<file path="config.mk">
export PLATFORM = sky130hd
export DESIGN_NAME = ppd_arbiter
export DESIGN_NICKNAME = d
export VERILOG_FILES = /design/src/rtl/ppd_pkg.sv /design/src/rtl/ppd_ret_delay.sv /design/src/rtl/ppd_prio_cell.sv /design/src/rtl/ppd_node.sv /design/src/rtl/ppd_arbiter.sv
export SDC_FILE = /design/constraint.sdc
export NUM_CORES = 1
export LEC_CHECK = 0
export BUFFER_PORTS_ARGS = -buffer_cell sky130_fd_sc_hd__buf_2
export CAP_MARGIN = 20
export CELL_PAD_IN_SITES_DETAIL_PLACEMENT = 0
export CELL_PAD_IN_SITES_GLOBAL_PLACEMENT = 2
export CORE_UTILIZATION = 41
export CTS_BUF_LIST = sky130_fd_sc_hd__clkbuf_8
export DETAILED_ROUTE_END_ITERATION = 10
export PLACE_DENSITY = 0.82
export SLEW_MARGIN = 20
export SYNTH_ARGS = -nofsm -noshare
export SYNTH_HDL_FRONTEND = slang
export SYNTH_SLANG_ARGS = --single-unit
</file>
<file path="constraint.sdc">
create_clock -name clk -period 0.85 [get_ports clk]
set_input_delay 0 -clock clk [delete_from_list [all_inputs] [get_ports clk]]
set_output_delay 0 -clock clk [all_outputs]
set_load 0.01 [all_outputs]
</file>
<file path="src/rtl/ppd_pkg.sv">
package ppd_pkg;

  typedef struct packed {
    logic lo;
    logic hi;
  } act_pair_t;

  // Position of the lowest set bit; 0 when the value is zero.
  function automatic int lsb_pos(input logic [31:0] v);
    int p;
    p = 0;
    for (int b = 31; b >= 0; b--) begin
      if (v[b]) p = b;
    end
    return p;
  endfunction

endpackage

</file>
<file path="src/rtl/ppd_ret_delay.sv">
module ppd_ret_delay
  import ppd_pkg::*;
#(
  parameter int DEPTH = 4,
  parameter int TAPW  = $clog2(DEPTH + 1)
) (
  input  logic            clk,
  input  logic            rst,
  input  logic [TAPW-1:0] tap,
  input  act_pair_t       live,
  output act_pair_t       held
);

  act_pair_t stage_q [DEPTH];

  always_ff @(posedge clk) begin
    if (rst) begin
      for (int j = 0; j < DEPTH; j++) stage_q[j] <= '0;
    end else begin
      stage_q[0] <= live;
      for (int j = 1; j < DEPTH; j++) stage_q[j] <= stage_q[j-1];
    end
  end

  // tap = 0 bypasses every stage; tap = n takes the value from n cycles ago
  always_comb begin
    held = live;
    for (int j = 0; j < DEPTH; j++) begin
      if (tap == TAPW'(j + 1)) held = stage_q[j];
    end
  end

endmodule

</file>
<file path="src/rtl/ppd_prio_cell.sv">
module ppd_prio_cell
  import ppd_pkg::*;
(
  input  act_pair_t pair,
  input  logic      grant_in,
  output logic      lo_grant,
  output logic      hi_grant
);

  always_comb begin
    lo_grant = grant_in & pair.lo;
    hi_grant = grant_in & ~pair.lo & pair.hi;
  end

endmodule

</file>
<file path="src/rtl/ppd_node.sv">
module ppd_node
  import ppd_pkg::*;
#(
  parameter int TREE_LVLS = 3,
  parameter int MAX_LVLS  = 4,
  parameter int IDW       = 3
) (
  input  logic           clk,
  input  logic           rst,
  input  logic [IDW-1:0] chip_id,
  input  logic           lo_act,
  input  logic           hi_act,
  input  logic           grant_in,
  output logic           up_act,
  output logic           lo_grant,
  output logic           hi_grant
);

  localparam int BUF_DEPTH = (2 * MAX_LVLS - 2 > 0) ? 2 * MAX_LVLS - 2 : 1;
  localparam int TAPW      = $clog2(BUF_DEPTH + 1);

  int            lvl;
  logic [TAPW-1:0] tap;
  act_pair_t     live_pair;
  act_pair_t     held_pair;
  logic          lo_g_c;
  logic          hi_g_c;

  // Chip-ID decode: level = lowest set bit; return delay shrinks by two per level
  always_comb begin
    lvl = lsb_pos(32'(chip_id));
    if (lvl >= TREE_LVLS - 1) tap = '0;
    else                      tap = TAPW'(2 * (TREE_LVLS - 1 - lvl));
    live_pair.lo = lo_act;
    live_pair.hi = hi_act;
  end

  ppd_ret_delay #(.DEPTH(BUF_DEPTH), .TAPW(TAPW)) u_delay (
    .clk  (clk),
    .rst  (rst),
    .tap  (tap),
    .live (live_pair),
    .held (held_pair)
  );

  ppd_prio_cell u_cell (
    .pair     (held_pair),
    .grant_in (grant_in),
    .lo_grant (lo_g_c),
    .hi_grant (hi_g_c)
  );

  always_ff @(posedge clk) begin
    if (rst) begin
      up_act   <= 1'b0;
      lo_grant <= 1'b0;
      hi_grant <= 1'b0;
    end else begin
      up_act   <= lo_act | hi_act;
      lo_grant <= lo_g_c;
      hi_grant <= hi_g_c;
    end
  end

endmodule

</file>
<file path="src/rtl/ppd_arbiter.sv">
module ppd_arbiter
  import ppd_pkg::*;
#(
  parameter int NUM_CHIPS = 8,
  parameter int MAX_CHIPS = 16
) (
  input  logic                 clk,
  input  logic                 rst,
  input  logic [NUM_CHIPS-1:0] act_req,
  output logic [NUM_CHIPS-1:0] grant_o,
  output logic                 done_o
);

  localparam int LVLS     = $clog2(NUM_CHIPS);
  localparam int MAX_LVLS = $clog2(MAX_CHIPS);
  localparam int IDW      = (LVLS > 0) ? LVLS : 1;
  localparam int ROOT     = NUM_CHIPS / 2;

  logic up_c [1:NUM_CHIPS-1];
  logic gl_c [1:NUM_CHIPS-1];
  logic gr_c [1:NUM_CHIPS-1];
  logic [NUM_CHIPS-1:0] leaf_g;
  logic [LVLS-1:0]      done_sh;

  for (genvar i = 1; i < NUM_CHIPS; i++) begin : g_node
    localparam int K = lsb_pos(i);
    logic lo_a;
    logic hi_a;
    logic g_in;

    if (K == 0) begin : g_leafpair
      assign lo_a = act_req[i-1];
      assign hi_a = act_req[i];
    end else begin : g_inner
      assign lo_a = up_c[i - (1 << (K - 1))];
      assign hi_a = up_c[i + (1 << (K - 1))];
    end

    if (K == LVLS - 1) begin : g_root
      assign g_in = 1'b1;
    end else begin : g_child
      localparam int P = (i & ~(1 << K)) | (1 << (K + 1));
      if (((i >> (K + 1)) & 1) == 0) begin : g_left
        assign g_in = gl_c[P];
      end else begin : g_right
        assign g_in = gr_c[P];
      end
    end

    ppd_node #(.TREE_LVLS(LVLS), .MAX_LVLS(MAX_LVLS), .IDW(IDW)) u_node (
      .clk      (clk),
      .rst      (rst),
      .chip_id  (IDW'(i)),
      .lo_act   (lo_a),
      .hi_act   (hi_a),
      .grant_in (g_in),
      .up_act   (up_c[i]),
      .lo_grant (gl_c[i]),
      .hi_grant (gr_c[i])
    );
  end

  for (genvar j = 0; j < NUM_CHIPS; j++) begin : g_leaf
    if (j % 2 == 1) begin : g_odd
      assign leaf_g[j] = gr_c[j];
    end else begin : g_even
      assign leaf_g[j] = gl_c[j+1];
    end
  end

  // Completion leaves the root and rides the return path down to every chip
  always_ff @(posedge clk) begin
    if (rst) begin
      grant_o <= '0;
      done_sh <= '0;
    end else begin
      grant_o    <= leaf_g;
      done_sh[0] <= up_c[ROOT];
      for (int j = 1; j < LVLS; j++) done_sh[j] <= done_sh[j-1];
    end
  end

  assign done_o = done_sh[LVLS-1];

endmodule

</file>
==> results.md, run 1 <==
CTS:
- The number of H-tree branching levels is 3.
- No sink is reached through more buffers than the 2 on the longest clock path.
- The clock transition time at the flip-flop clock pins of the worst setup and hold paths is 0.07 ns.
- Once the clock tree was built, the resizer swapped 0 gates to a different size.
- The number of hold buffers added after cts is 8.
- Once the clock tree was built, the setup fixing pass inserted 0 buffers.
- The clock buffer count from CTS is 9.
- CTS saw 72 sinks.
- The source-to-sink clock delay at the later pin of the worst-skew pair is 0.33 ns.
- The tree is rooted in a sky130_fd_sc_hd__clkbuf_8.
- TritonCTS built the clock tree.

Pwr:
- The power density over cell area is 2580 nW/um^2.
- Summed over all cells, the static leakage comes to 1.04 nW.
- Net switching is 19.6% of the power.
- Sequential cells burn 55.4% of the power.
- The logic gate share of total power is 3.3%.
- For this design the total switching power over the nets is 1.24 mW.
- The total power draw is 6.32 mW.
- The peak supply drop is 1.43 mV.
- Internal power comes to 5.09 mW.
- Of the total power, the clock network draws 41.4%.

Detailed routing:
- The antenna violation net count after detailed routing is 0.
- The iteration count of the initial detailed-routing pass is 3.
- The routed layout has 1056 vias.
- The post-route DRC violation count is 0.
- The via density per instance is 4.13.
- Wires add up to 2440 um.
- The final routed wire length divided by cell count is 9.54 um.
- The detailed router finished its first iteration with 25 violations.

Worst setup path:
- Of all nets on the critical path, the largest fanout is 1.
- Walking the worst path, the cells encountered are buf_2.
- The number of gates on the worst path with buffers counted is 1.
- Across all register-to-register paths, the minimum setup slack is 0.15 ns.
- Data on the critical path is required at its endpoint by 0.85 ns.
- The delay of the slowest cell on the worst path is 0.31 ns.
- The slowest stage of the critical path belongs to the cell sky130_fd_sc_hd__dfxtp_1.
- The data arrival time at the worst-slack endpoint is 0.77 ns.
- Counting both buffers and inverters, the worst setup path holds a total of 1.
- The kind of end point of the critical path is a primary output.
- The gate family responsible for the most delay along the worst path is flip-flops.
- The kind of critical path is reg2out.
- The type of origin of the critical path is a register.
- The number of cells on the worst reg-to-reg path is 1.

STA:
- Based on the critical path, the design can be clocked at up to 1310 MHz.
- The transition at the pin with the smallest max-transition slack is 0.259 ns.
- Setup repair after global routing left no endpoint under its margin.
- Adding up every negative setup slack in the final design gives 0 ns.
- The final-report hold violation count is 0.
- The number of pins with negative max-slew slack in the final report was 0.
- The minimum clock period after layout is 0.766 ns.
- After layout, the worst setup slack is 0.0842 ns.
- The worst slew margin relative to its limit is 82.5%.
- The clock arrives with 0.00632 ns of skew.
- The tightest hold path in the finished design has a slack of 0.0699 ns.
- The total of endpoints with negative setup slack in the final report is 0.
- After layout, the worst path uses 90.1% of the clock period.

Layout:
- The final net count is 194.
- The multi-input gate area in the final layout is 526 sq um.
- The post-route netlist has 24.3% of its cells at a drive strength greater than 1.
- The total inserted antenna cells is 0.
- The number of fill cells in the layout is 410.
- The area growth from synthesis to final layout is 22.5%.
- The area used by sequential logic in the layout is 1440 sq um.

Logic synthesis:
- The synthesized cell area is 2000 sq um.
- The proportion of synthesized chip area in sequential cells is 71.9%.
- The biggest area contributor in the post-synthesis netlist is sky130_fd_sc_hd__dfxtp_1.
- The cell count after synthesis came out at 151.
- The number of warnings reported in the yosys synthesis log is 0.
- Yosys attributes the largest share of cell area to sky130_fd_sc_hd__dfxtp_1 72%, sky130_fd_sc_hd__nor2b_1 16%, sky130_fd_sc_hd__o21ba_2 3.5%, sky130_fd_sc_hd__and3b_1 2.6%, sky130_fd_sc_hd__and4bb_2 2.5%.
- The mean instance size in the synthesized netlist is 13.3 sq um.
- In this run, synthesis produced a sequential element count of 72.
- The distinct cell type count after synthesis is 9.
- The number of nets in the synthesized netlist is 161.
- The share of the synthesized area in the top cell type is 71.9%.

Floorplanning:
- The initial utilization of the core area, before any placement, comes to 42.4%.
- The die outline area is 5170 sq um.
- During I/O placement, the number of pins put on the boundary was 19.
- The die is 71.9 um tall.
- The floorplan has 25 rows.
- The total area inside the core boundary comes to 4720 sq um.
- In this run the horizontal extent of the chip is 71.9 um.

Run status:
- The flow ran to the end, and the final reports show no timing, DRC or antenna violations.

Placed design:
- Routability-driven placement finished with a final weighted congestion of 0.590.
- At the placement stage, the worst setup path has a slack of 0.113 ns.
- The count of buffers inserted at the top-level ports is 18.
- Once detailed placement completed, the half-perimeter wirelength came to 1510 um.

Job:
- Across the run, the number of max-cap violations was 0.

Hold path:
- The number of instances on the worst hold path is 3.
- The tightest min-delay check is of the in2reg type.

Global routing:
- The overall track demand over capacity in global routing is 11.6%.
- The via count of the first global-routing pass is 1089.
- For this run the aggregate overflow at the end of global routing stands at 0.
- The number of antenna violations at the first check in global routing was 0.
- The global-route wire length before repair is 4310 um.
- The maximum number of pins on one net before global-route repair is 47.
through the flow:
| step | cell area [sq um] | util, % | std cells |
|---|---|---|---|
| 2_1_floorplan | 2000 | - | 151 |
| 3_3_place_gp | 2180 | 46.1 | 232 |
| 3_5_place_dp | 2180 | 46.1 | 232 |
| 4_1_cts | 2450 | 52.0 | 256 |
| 5_1_grt | 2450 | 52.0 | 256 |
| 6_report | 2450 | 52.0 | 256 |
power by group through the flow:
stage | combinational (mW) | sequential (mW) | clock (mW)
CTS | 0.210 | 3.50 | 2.71
global placement | 0.175 | 3.58 | 0
detailed placement | 0.182 | 3.58 | 0
finish | 0.206 | 3.50 | 2.62
global route | 0.231 | 3.51 | 2.83
floorplan | 0.129 | 3.57 | 0
per-layer routing:
metal  share of wire [%]  vias to the layer above  routed length [um]  global-route usage [%]
li1                    -                      546                   -                       -
met1                  45                      482                1090                    11.7
met2                  48                       18                1170                    18.0
met3                 3.6                       10                  88                    4.17
met4                 3.8                        0                  92                    12.4
met5                   0                        -                   0                       0
sequential cells by signal (all words and copies together), names as in the netlist:
register / count
g_node.u_node.u_delay.stage_q: 40
g_node.u_node.hi_grant: 7
done_sh: 3
grant_o: 8
g_node.u_node.up_act: 7
g_node.u_node.lo_grant: 7
kinds of logic (layout without fill, tap and decap cells):
kind of cell / Yosys count / count (layout) / share of synthesized area, %
flops: 72 / 72 / 71.9
simple gates: 65 / 65 / 22.7
compound gates: 7 / 7 / 3.50
buf+inv: 7 / 45 / 1.87
final cells by class:
class | count | area share [%]
flip-flops and latches | 72 | 58.7
multi-input cells | 72 | 21.4
repair buffers | 29 | 8.36
clock buffers | 11 | 6.17
well taps | 67 | 3.41
clock inverters | 5 | 1.94
synthesized netlist by cell type:
master                      n
sky130_fd_sc_hd__and3b_1    6
sky130_fd_sc_hd__o21ba_2    7
sky130_fd_sc_hd__buf_4      1
sky130_fd_sc_hd__and4bb_2   4
sky130_fd_sc_hd__buf_2      6
sky130_fd_sc_hd__nor3b_1    1
sky130_fd_sc_hd__dfxtp_1   72
sky130_fd_sc_hd__nor4bb_1   2
sky130_fd_sc_hd__nor2b_1   52
layout by cell type (no fill, tap or decap), types with 4 or more instances in the layout:
cell type | synthesis | layout
sky130_fd_sc_hd__dfxtp_1 | 72 | 72
sky130_fd_sc_hd__and3b_1 | 6 | 6
sky130_fd_sc_hd__and4bb_2 | 4 | 4
sky130_fd_sc_hd__buf_2 | 6 | 18
sky130_fd_sc_hd__nor2b_1 | 52 | 52
sky130_fd_sc_hd__clkbuf_8 | 0 | 11
sky130_fd_sc_hd__dlygate4sd3_1 | 0 | 8
sky130_fd_sc_hd__o21ba_2 | 7 | 7
final timing paths:
path / startpoint / endpoint
worst max-delay path: grant_o[0] / grant_o[0]
worst min-delay path: rst / grant_o[3]
worst max register to register: g_node[7].u_node.u_delay.stage_q[0][7] / g_node[7].u_node.hi_grant
worst min register to register: g_node[5].u_node.u_delay.stage_q[0][7] / g_node[5].u_node.hi_grant
(Power assumes the default switching activity.)
==> run 2, diff against run 1 <==
==> constraint.sdc (replaced) <==
create_clock -name clk -period 0.85 [get_ports clk]
set_input_delay 0.17 -clock clk [delete_from_list [all_inputs] [get_ports clk]]
set_output_delay 0.17 -clock clk [all_outputs]
set_load 0.01 [all_outputs]
==> results.md, run 2 (synthesis results as in run 1) <==
Run status:
- Result of the run: finished with violations (was finished clean).
- The final reports fail on setup timing.

Detailed routing:
- The overall via count from detail_route is 1023 (was 1056).
- The post-route DRC violation count is 0 (unchanged).
- The antenna violation net count after detailed routing is 0 (unchanged).
- The final routed wire length divided by cell count came to 9.56 um (was 9.54 um).
- The total wire length after detailed routing was 2380 um (was 2440 um).
- The iteration count of the initial detailed-routing pass is 4 (was 3).
- The detailed router's first-iteration violation count came to 10 (was 25).
- The via density per instance is 4.11 (was 4.13).

Global routing:
- The global-route congestion overflow total is 0 (unchanged).
- The global-route wire length before repair is 4030 um (was 4310 um).
- The overall track demand over capacity in global routing is 10.9% (was 11.6%).
- The maximum number of pins on one net before global-route repair is 41 (was 47).
- The number of antenna violations at the first check in global routing is 0 (unchanged).
- The via count of the first global-routing pass is 1053 (was 1089).

STA:
- The total of endpoints with negative setup slack in the final report is 9 (was 0).
- The final-layout setup total negative slack came to -0.608 ns (was 0 ns).
- The final critical-path setup slack was -0.0758 ns (was 0.0842 ns).
- The transition at the pin with the smallest max-transition slack is 0.211 ns (was 0.259 ns).
- The final worst-path cycle share came to 109% (was 90.1%).
- The number of pins with negative max-slew slack in the final report is 0 (unchanged).
- The maximum frequency from static timing analysis came to 1080 MHz (was 1310 MHz).
- RSZ-0062 raised after global routing: yes (was no).
- The minimum clock period after layout is 0.926 ns (was 0.766 ns).
- The clock tree skew after final layout is 0.00307 ns (was 0.00632 ns).
- The worst slew margin relative to its limit is 85.8% (was 82.5%).
- The final-report hold violation count is 0 (unchanged).

Worst setup path:
- The delay of the slowest cell on the worst path is 0.31 ns (about the same).
- The critical register-to-register path startpoint is g_node[6].u_node.lo_grant (was g_node[7].u_node.u_delay.stage_q[0][7]).
- Cell-by-cell trace of the critical path: buf_2 (unchanged).
- The gate family responsible for the most delay along the worst path is flip-flops (unchanged).
- The number of buffers and inverters on the critical path is 1 (unchanged).
- The kind of critical path is reg2out (unchanged).
- The endpoint of the lowest-slack register-to-register path is g_node[5].u_node.hi_grant (was g_node[7].u_node.hi_grant).
- The register-to-register path setup slack is 0.19 ns (was 0.15 ns).
- The data arrival time at the worst-slack endpoint is 0.76 ns (was 0.77 ns).
- The data required time at the worst endpoint is 0.68 ns (was 0.85 ns).
- The highest fanout seen on the critical path is 1 (unchanged).
- The number of gates on the worst path with buffers counted is 1 (unchanged).
- The type of origin of the critical path is a register (unchanged).
- The worst-case reg-to-reg path depth is 1 (unchanged).
- The kind of end point of the critical path is a primary output (unchanged).
- The master of the slowest instance on the critical path is sky130_fd_sc_hd__dfxtp_1 (unchanged).
- The start point of the critical path is grant_o[5] (was grant_o[0]).
- The capturing instance or port of the critical path is grant_o[5] (was grant_o[0]).

Placed design:
- The global placement routability congestion is 0.637 (was 0.590).
- The final HPWL from detailed placement is 1540 um (was 1510 um).
- The count of buffers inserted at the top-level ports is 18 (unchanged).
- The setup slack at placement is 0.00134 ns (was 0.113 ns).

Floorplanning:
- The floorplan die height is 71.9 um (unchanged).
- The width of the chip is 71.9 um (unchanged).
- The initial core utilization is 42.4% (unchanged).
- The top-level I/O count is 19 (unchanged).
- The die outline area is 5170 sq um (unchanged).
- The placeable core region is 4720 sq um (unchanged).
- The cell row count came to 25 (unchanged).

Layout:
- The top register by number of flip-flops is g_node.u_node.u_delay.stage_q (unchanged).
- The most common library cell in the layout ignoring fill and taps is sky130_fd_sc_hd__dfxtp_1 (unchanged).
- Biggest regs: g_node.u_node.u_delay.stage_q x40, grant_o x8 (unchanged).
- Commonest cells after routing, fill and taps aside: 69 x sky130_fd_sc_hd__dfxtp_1, 52 x sky130_fd_sc_hd__nor2b_1, 15 x sky130_fd_sc_hd__buf_2 (was 72 x sky130_fd_sc_hd__dfxtp_1, 52 x sky130_fd_sc_hd__nor2b_1, 18 x sky130_fd_sc_hd__buf_2).
- The final net count is 189 (was 194).
- The number of flip-flops in the largest register is 40 (unchanged).
- The final standard cell utilization of the core is 50.3% (was 52.0%).
- The area growth from synthesis to final layout came to 18.5% (was 22.5%).
- The total inserted antenna cells came to 0 (unchanged).
- The fraction of final layout cells with drive strength greater than 1 came to 26.9% (was 24.3%).

CTS:
- The deepest clock path buffer count was 2 (unchanged).
- The clock tree from TritonCTS was yes (unchanged).
- The number of hold buffers added after cts is 0 (was 8).
- The number of setup buffers added after CTS is 0 (unchanged).
- The number of sinks on the clock net came to 72 (unchanged).
- The cell at the root of the clock tree is sky130_fd_sc_hd__clkbuf_8 (unchanged).
- The clock buffer count from CTS was 9 (unchanged).
- The number of H-tree branching levels is 3 (unchanged).
- The clock transition time at the flip-flop clock pins of the worst setup and hold paths was 0.07 ns (about the same).
- The source-to-sink clock delay at the later pin of the worst-skew pair came to 0.32 ns (was 0.33 ns).

Pwr:
- The part of the total power dissipated in sequential elements is 60.4% (was 55.4%).
- The clock share of power is 36.4% (was 41.4%).
- The peak supply drop is 1.38 mV (was 1.43 mV).
- The switching power is 1.14 mW (was 1.24 mW).
- The power density over cell area came to 2440 nW/um^2 (was 2580 nW/um^2).
- The standby leakage power came to 1.00 nW (was 1.04 nW).
- The switching share of total power was 19.7% (was 19.6%).
- The total internal power is 4.66 mW (was 5.09 mW).
- The logic gate share of total power is 3.2% (was 3.3%).

Job:
- The number of maximum-capacitance constraint violations is 0 (unchanged).

Hold path:
- The type of the worst min-delay path is in2reg (unchanged).
==> run 2: power groups by stage <==
stage | combinational [mW] | sequential [mW] | clock (mW)
after floorplan | 0.129 | 3.57 | 0
after global placement | 0.186 | 3.58 | 0
after detailed placement | 0.192 | 3.58 | 0
after CTS | 0.193 | 3.50 | 2.21
after global routing | 0.209 | 3.51 | 2.34
final | 0.188 | 3.50 | 2.11
==> run 2: layer usage <==
layer  GRT usage, %  up-vias  share of wire [%]
li1               -      530                  -
met4           5.23        0               0.71
met2           19.0       19                 52
met3           8.33        2                5.5
met1           8.99      472                 42
met5              0        -                  0
==> run 2: area by class of cell <==
| type | instances | area (sq um) |
|---|---|---|
| clock inverters | 4 | 16.3 |
| well taps | 67 | 83.8 |
| multi-input cells | 72 | 526 |
| flip-flops and latches | 72 | 1450 |
| fillers | 417 | 2350 |
| repair buffers | 24 | 166 |
| clock buffers | 10 | 138 |
==> run 2: worst min path at each step <==
stage | start | to | slack, ns | cells after the start
finish | act_req[3] | g_node[3].u_node.up_act | 0.07 | 2
global route | act_req[3] | g_node[3].u_node.up_act | 0.05 | 2
CTS | act_req[3] | g_node[3].u_node.u_delay.stage_q[0][0] | 0.05 | 2
detailed placement | act_req[0] | g_node[1].u_node.u_delay.stage_q[0][1] | 0.40 | 2
global placement | act_req[6] | g_node[7].u_node.up_act | 0.39 | 2
floorplan | rst | g_node[5].u_node.hi_grant | 0.25 | 1
==> run 2: stage by stage <==
step                      area [sq um]  total power [mW]  cells  hold WS (ns)
final                             2370              5.80    249        0.0725
after global routing              2370              6.06    249        0.0532
after CTS                         2370              5.91    249        0.0534
after detailed placement          2200              3.77    235         0.403
after global placement            2200              3.76    235         0.395
after floorplan                   2000              3.70    151         0.246
==> run 2: timing repair <==
| action | CTS | global route |
|---|---|---|
| setup endpoints to repair | 9 | 9 |
| gates resized for setup | 4 | 2 |
| pin swaps | 0 | 0 |
| gates cloned | 0 | 0 |
| hold endpoints to repair | 0 | 0 |
==> run 3, diff against run 2 <==
Settings changed: ABC_AREA set to 1, CORE_UTILIZATION 41 to 37, PLACE_DENSITY 0.82 to 0.83, REMOVE_ABC_BUFFERS set to 1.
==> results.md, run 3 <==
Worst setup path:
- The master of the slowest instance on the critical path is sky130_fd_sc_hd__dfxtp_1 (unchanged).
- The gate family responsible for the most delay along the worst path was flip-flops (unchanged).
- The data arrival time at the worst-slack endpoint is 0.75 ns (was 0.76 ns).
- The data required time at the worst endpoint is 0.68 ns (about the same).
- The number of buffers and inverters on the critical path is 1 (unchanged).
- Cell-by-cell trace of the critical path: buf_2 (unchanged).
- The endpoint of the lowest-slack register-to-register path is g_node[4].u_node.up_act (was g_node[5].u_node.hi_grant).
- The critical register-to-register path startpoint is g_node[2].u_node.up_act (was g_node[6].u_node.lo_grant).
- The kind of end point of the critical path is a primary output (unchanged).
- The kind of critical path is reg2out (unchanged).
- The type of origin of the critical path is a register (unchanged).
- The highest fanout seen on the critical path is 1 (unchanged).
- The delay of the slowest cell on the worst path was 0.31 ns (about the same).
- The register-to-register path setup slack came to 0.29 ns (was 0.19 ns).
- The worst-case reg-to-reg path depth is 2 (was 1).

Placed design:
- The setup slack at placement is 0.113 ns (was 0.00134 ns).
- The final HPWL from detailed placement is 1310 um (was 1540 um).
- The global placement routability congestion is 0.654 (was 0.637).
- The count of buffers inserted at the top-level ports is 18 (unchanged).
- The area after detailed placement was 2230 sq um (was 2200 sq um).
- The number of placed instances with taps included is 314 (was 235).

Logic synthesis:
- The mean instance size in the synthesized netlist came to 8.95 sq um (was 13.3 sq um).
- The flip-flop and latch count after synthesis is 72 (unchanged).
- Synth top area cells: sky130_fd_sc_hd__dfxtp_1 70%, sky130_fd_sc_hd__nor2_1 14%, sky130_fd_sc_hd__inv_1 11%, sky130_fd_sc_hd__nand2_1 3.1%, sky130_fd_sc_hd__buf_6 1.6% (was sky130_fd_sc_hd__dfxtp_1 72%, sky130_fd_sc_hd__nor2b_1 16%, sky130_fd_sc_hd__o21ba_2 3.5%, sky130_fd_sc_hd__and3b_1 2.6%, sky130_fd_sc_hd__and4bb_2 2.5%).
- The cell accounting for the most synthesized area is sky130_fd_sc_hd__dfxtp_1 (unchanged).
- The number of enable flip-flop cells after synthesis is 0 (unchanged).
- The proportion of synthesized chip area in sequential cells was 69.7% (was 71.9%).
- The distinct cell type count after synthesis is 8 (was 9).
- The share of the synthesized area in the top cell type is 69.7% (was 71.9%).
- The async set-reset flop share out of synthesis is 0% (unchanged).
- List of most frequent post-synthesis cells: 75 x sky130_fd_sc_hd__nor2_1, 72 x sky130_fd_sc_hd__dfxtp_1, 58 x sky130_fd_sc_hd__inv_1, 17 x sky130_fd_sc_hd__nand2_1, 4 x sky130_fd_sc_hd__buf_2 (was 72 x sky130_fd_sc_hd__dfxtp_1, 52 x sky130_fd_sc_hd__nor2b_1, 7 x sky130_fd_sc_hd__o21ba_2, 6 x sky130_fd_sc_hd__and3b_1, 6 x sky130_fd_sc_hd__buf_2).
- The gate count after technology mapping is 231 (was 151).
- The synthesized cell area was 2070 sq um (was 2000 sq um).
- The number of warnings reported in the yosys synthesis log is 0 (unchanged).
- The cell with the most instances after synthesis is sky130_fd_sc_hd__nor2_1 (was sky130_fd_sc_hd__dfxtp_1).
- The top flip-flop cell by instance count after synthesis was sky130_fd_sc_hd__dfxtp_1 (unchanged).

Floorplanning:
- The placeable core region came to 5240 sq um (was 4720 sq um).
- The top-level I/O count is 19 (unchanged).
- The die outline area came to 5890 sq um (was 5170 sq um).
- The cell row count is 26 (was 25).
- The floorplan die height is 76.8 um (was 71.9 um).
- The initial core utilization came to 39.5% (was 42.4%).
- The width of the chip is 76.8 um (was 71.9 um).

CTS:
- The count of instances resized after the clock tree is built is 0 (was 4).
- The clock tree from TritonCTS is yes (unchanged).
- The number of hold buffers added after cts is 0 (unchanged).
- The number of setup buffers added after CTS is 0 (unchanged).
- The number of H-tree branching levels came to 3 (unchanged).
- The clock buffer count from CTS is 9 (unchanged).
- The cell at the root of the clock tree is sky130_fd_sc_hd__clkbuf_8 (unchanged).
- The deepest clock path buffer count is 2 (unchanged).
- The source-to-sink clock delay at the later pin of the worst-skew pair is 0.32 ns (about the same).
- The number of sinks on the clock net is 72 (unchanged).
- The clock transition time at the flip-flop clock pins of the worst setup and hold paths came to 0.07 ns (about the same).

Job:
- The number of maximum-capacitance constraint violations came to 0 (unchanged).

STA:
- The number of pins with negative max-slew slack in the final report was 0 (unchanged).
- The worst slew margin relative to its limit is 89.4% (was 85.8%).
- The transition at the pin with the smallest max-transition slack is 0.159 ns (was 0.211 ns).
- The worst hold margin came to 0.0536 ns (was 0.0725 ns).
- The final-layout setup total negative slack is -0.562 ns (was -0.608 ns).
- The final critical-path setup slack is -0.0674 ns (was -0.0758 ns).
- The minimum clock period after layout was 0.917 ns (was 0.926 ns).
- The maximum frequency from static timing analysis is 1090 MHz (was 1080 MHz).
- The final worst-path cycle share is 108% (was 109%).
- The clock tree skew after final layout came to 0.00421 ns (was 0.00307 ns).
- The final-report hold violation count is 0 (unchanged).
- The total of endpoints with negative setup slack in the final report is 9 (unchanged).
- RSZ-0062 raised after global routing: yes (unchanged).

Layout:
- The final net count was 265 (was 189).
- The top register by number of flip-flops is g_node.u_node.u_delay.stage_q (unchanged).
- The most common library cell in the layout ignoring fill and taps is sky130_fd_sc_hd__nor2_1 (was sky130_fd_sc_hd__dfxtp_1).
- Biggest regs: g_node.u_node.u_delay.stage_q x40, grant_o x8 (unchanged).
- The number of flip-flops in the largest register is 40 (unchanged).
- The area growth from synthesis to final layout is 16.8% (was 18.5%).
- The post-layout instance count excluding filler cells is 330 (was 249).
- The design area is 2420 sq um (was 2370 sq um).
- The total inserted antenna cells came to 0 (unchanged).
- Commonest cells after routing, fill and taps aside: 75 x sky130_fd_sc_hd__nor2_1, 72 x sky130_fd_sc_hd__dfxtp_1, 59 x sky130_fd_sc_hd__inv_1 (was 69 x sky130_fd_sc_hd__dfxtp_1, 52 x sky130_fd_sc_hd__nor2b_1, 15 x sky130_fd_sc_hd__buf_2).
- The number of fill cells in the layout came to 533 (was 417).
- The fraction of final layout cells with drive strength greater than 1 is 14.2% (was 26.9%).
- The final standard cell utilization of the core is 46.1% (was 50.3%).

Hold path:
- The beginning of the worst hold path is act_req[6] (was act_req[3]).
- The type of the worst min-delay path is in2reg (unchanged).
- The number of instances on the worst hold path is 3 (was 2).
- The worst hold endpoint was g_node[7].u_node.u_delay.stage_q[0][1] (was g_node[3].u_node.up_act).

Detailed routing:
- The iteration count of the initial detailed-routing pass was 4 (unchanged).
- The antenna violation net count after detailed routing is 0 (unchanged).
- The via density per instance is 3.54 (was 4.11).
- The total wire length after detailed routing is 2310 um (was 2380 um).
- The final routed wire length divided by cell count is 7.00 um (was 9.56 um).
- The post-route DRC violation count was 0 (unchanged).
- The detailed router's first-iteration violation count is 43 (was 10).
- The overall via count from detail_route is 1169 (was 1023).

Global routing:
- The global-route congestion overflow total is 0 (unchanged).
- The via count of the first global-routing pass was 1112 (was 1053).
- The overall track demand over capacity in global routing is 10.2% (was 10.9%).
- The number of antenna violations at the first check in global routing came to 0 (unchanged).
- The maximum number of pins on one net before global-route repair is 35 (was 41).
- The global-route wire length before repair is 4490 um (was 4030 um).

Pwr:
- The total power draw came to 6.10 mW (was 5.80 mW).
- The power density over cell area is 2520 nW/um^2 (was 2440 nW/um^2).
- The peak supply drop is 1.27 mV (was 1.38 mV).
- The standby leakage power was 1.10 nW (was 1.00 nW).

Run status:
- Result of the run: finished with violations (unchanged).
- Violated checks: setup timing (unchanged).
==> run 3: report_power, final <==
| part | switching (mW) | leakage [nW] | internal [mW] |
|---|---|---|---|
| Clock | 1.13 | 0.103 | 1.27 |
| Combinational | 0.113 | 0.406 | 0.0783 |
| Sequential | 0.0267 | 0.589 | 3.48 |
==> run 3: layer usage <==
| layer | track usage, % | wire, um | vias up | part of all wire (%) |
|---|---|---|---|---|
| li1 | - | - | 679 | - |
| met1 | 10.8 | 1160 | 464 | 50 |
| met2 | 15.5 | 1010 | 21 | 44 |
| met3 | 4.29 | 88 | 5 | 3.8 |
| met4 | 8.65 | 58 | 0 | 2.5 |
| met5 | 0 | 0 | - | 0 |
==> run 3: worst register-to-register path, cell delays in order, from the launching register on <==
cell	delay (ns)
sky130_fd_sc_hd__dfxtp_1	0.32
sky130_fd_sc_hd__nand2_1	0.08
sky130_fd_sc_hd__nand2_1	0.06
==> run 3: area by class of cell <==
| class | instances | area [sq um] | share of cell area [%] |
|---|---|---|---|
| Inverter | 59 | 221 | 9.17 |
| Clock buffer | 12 | 165 | 6.84 |
| Timing Repair Buffer | 20 | 130 | 5.39 |
| Sequential cell | 72 | 1440 | 59.7 |
| Tap cell | 70 | 87.6 | 3.63 |
| Multi-Input combinational cell | 93 | 352 | 14.6 |
| Clock inverter | 4 | 18.8 | 0.777 |
==> run 3: logic make-up (layout without fill, tap and decap cells) <==
kind of cell / count (synthesis) / in the layout / share of synthesized area, %
simple gates: 93 / 93 / 17.0
flops: 72 / 72 / 69.7
buf+inv: 66 / 95 / 13.3
==> run 3: worst max path at each step <==
stage | from | endpoint | cells after the start
2_1_floorplan | g_node[5].u_node.u_delay.stage_q[0][7] | g_node[5].u_node.hi_grant | 3
5_1_grt | grant_o[2] | grant_o[2] | 1
6_report | grant_o[3] | grant_o[3] | 1
3_5_place_dp | rst | g_node[3].u_node.lo_grant | 4
4_1_cts | grant_o[3] | grant_o[3] | 1
3_3_place_gp | rst | g_node[3].u_node.lo_grant | 4
==> run 3: repair_timing <==
action,4_1_cts,5_1_grt
setup endpoints to repair,9,9
endpoints found under the hold margin,0,0
gates cloned,0,0
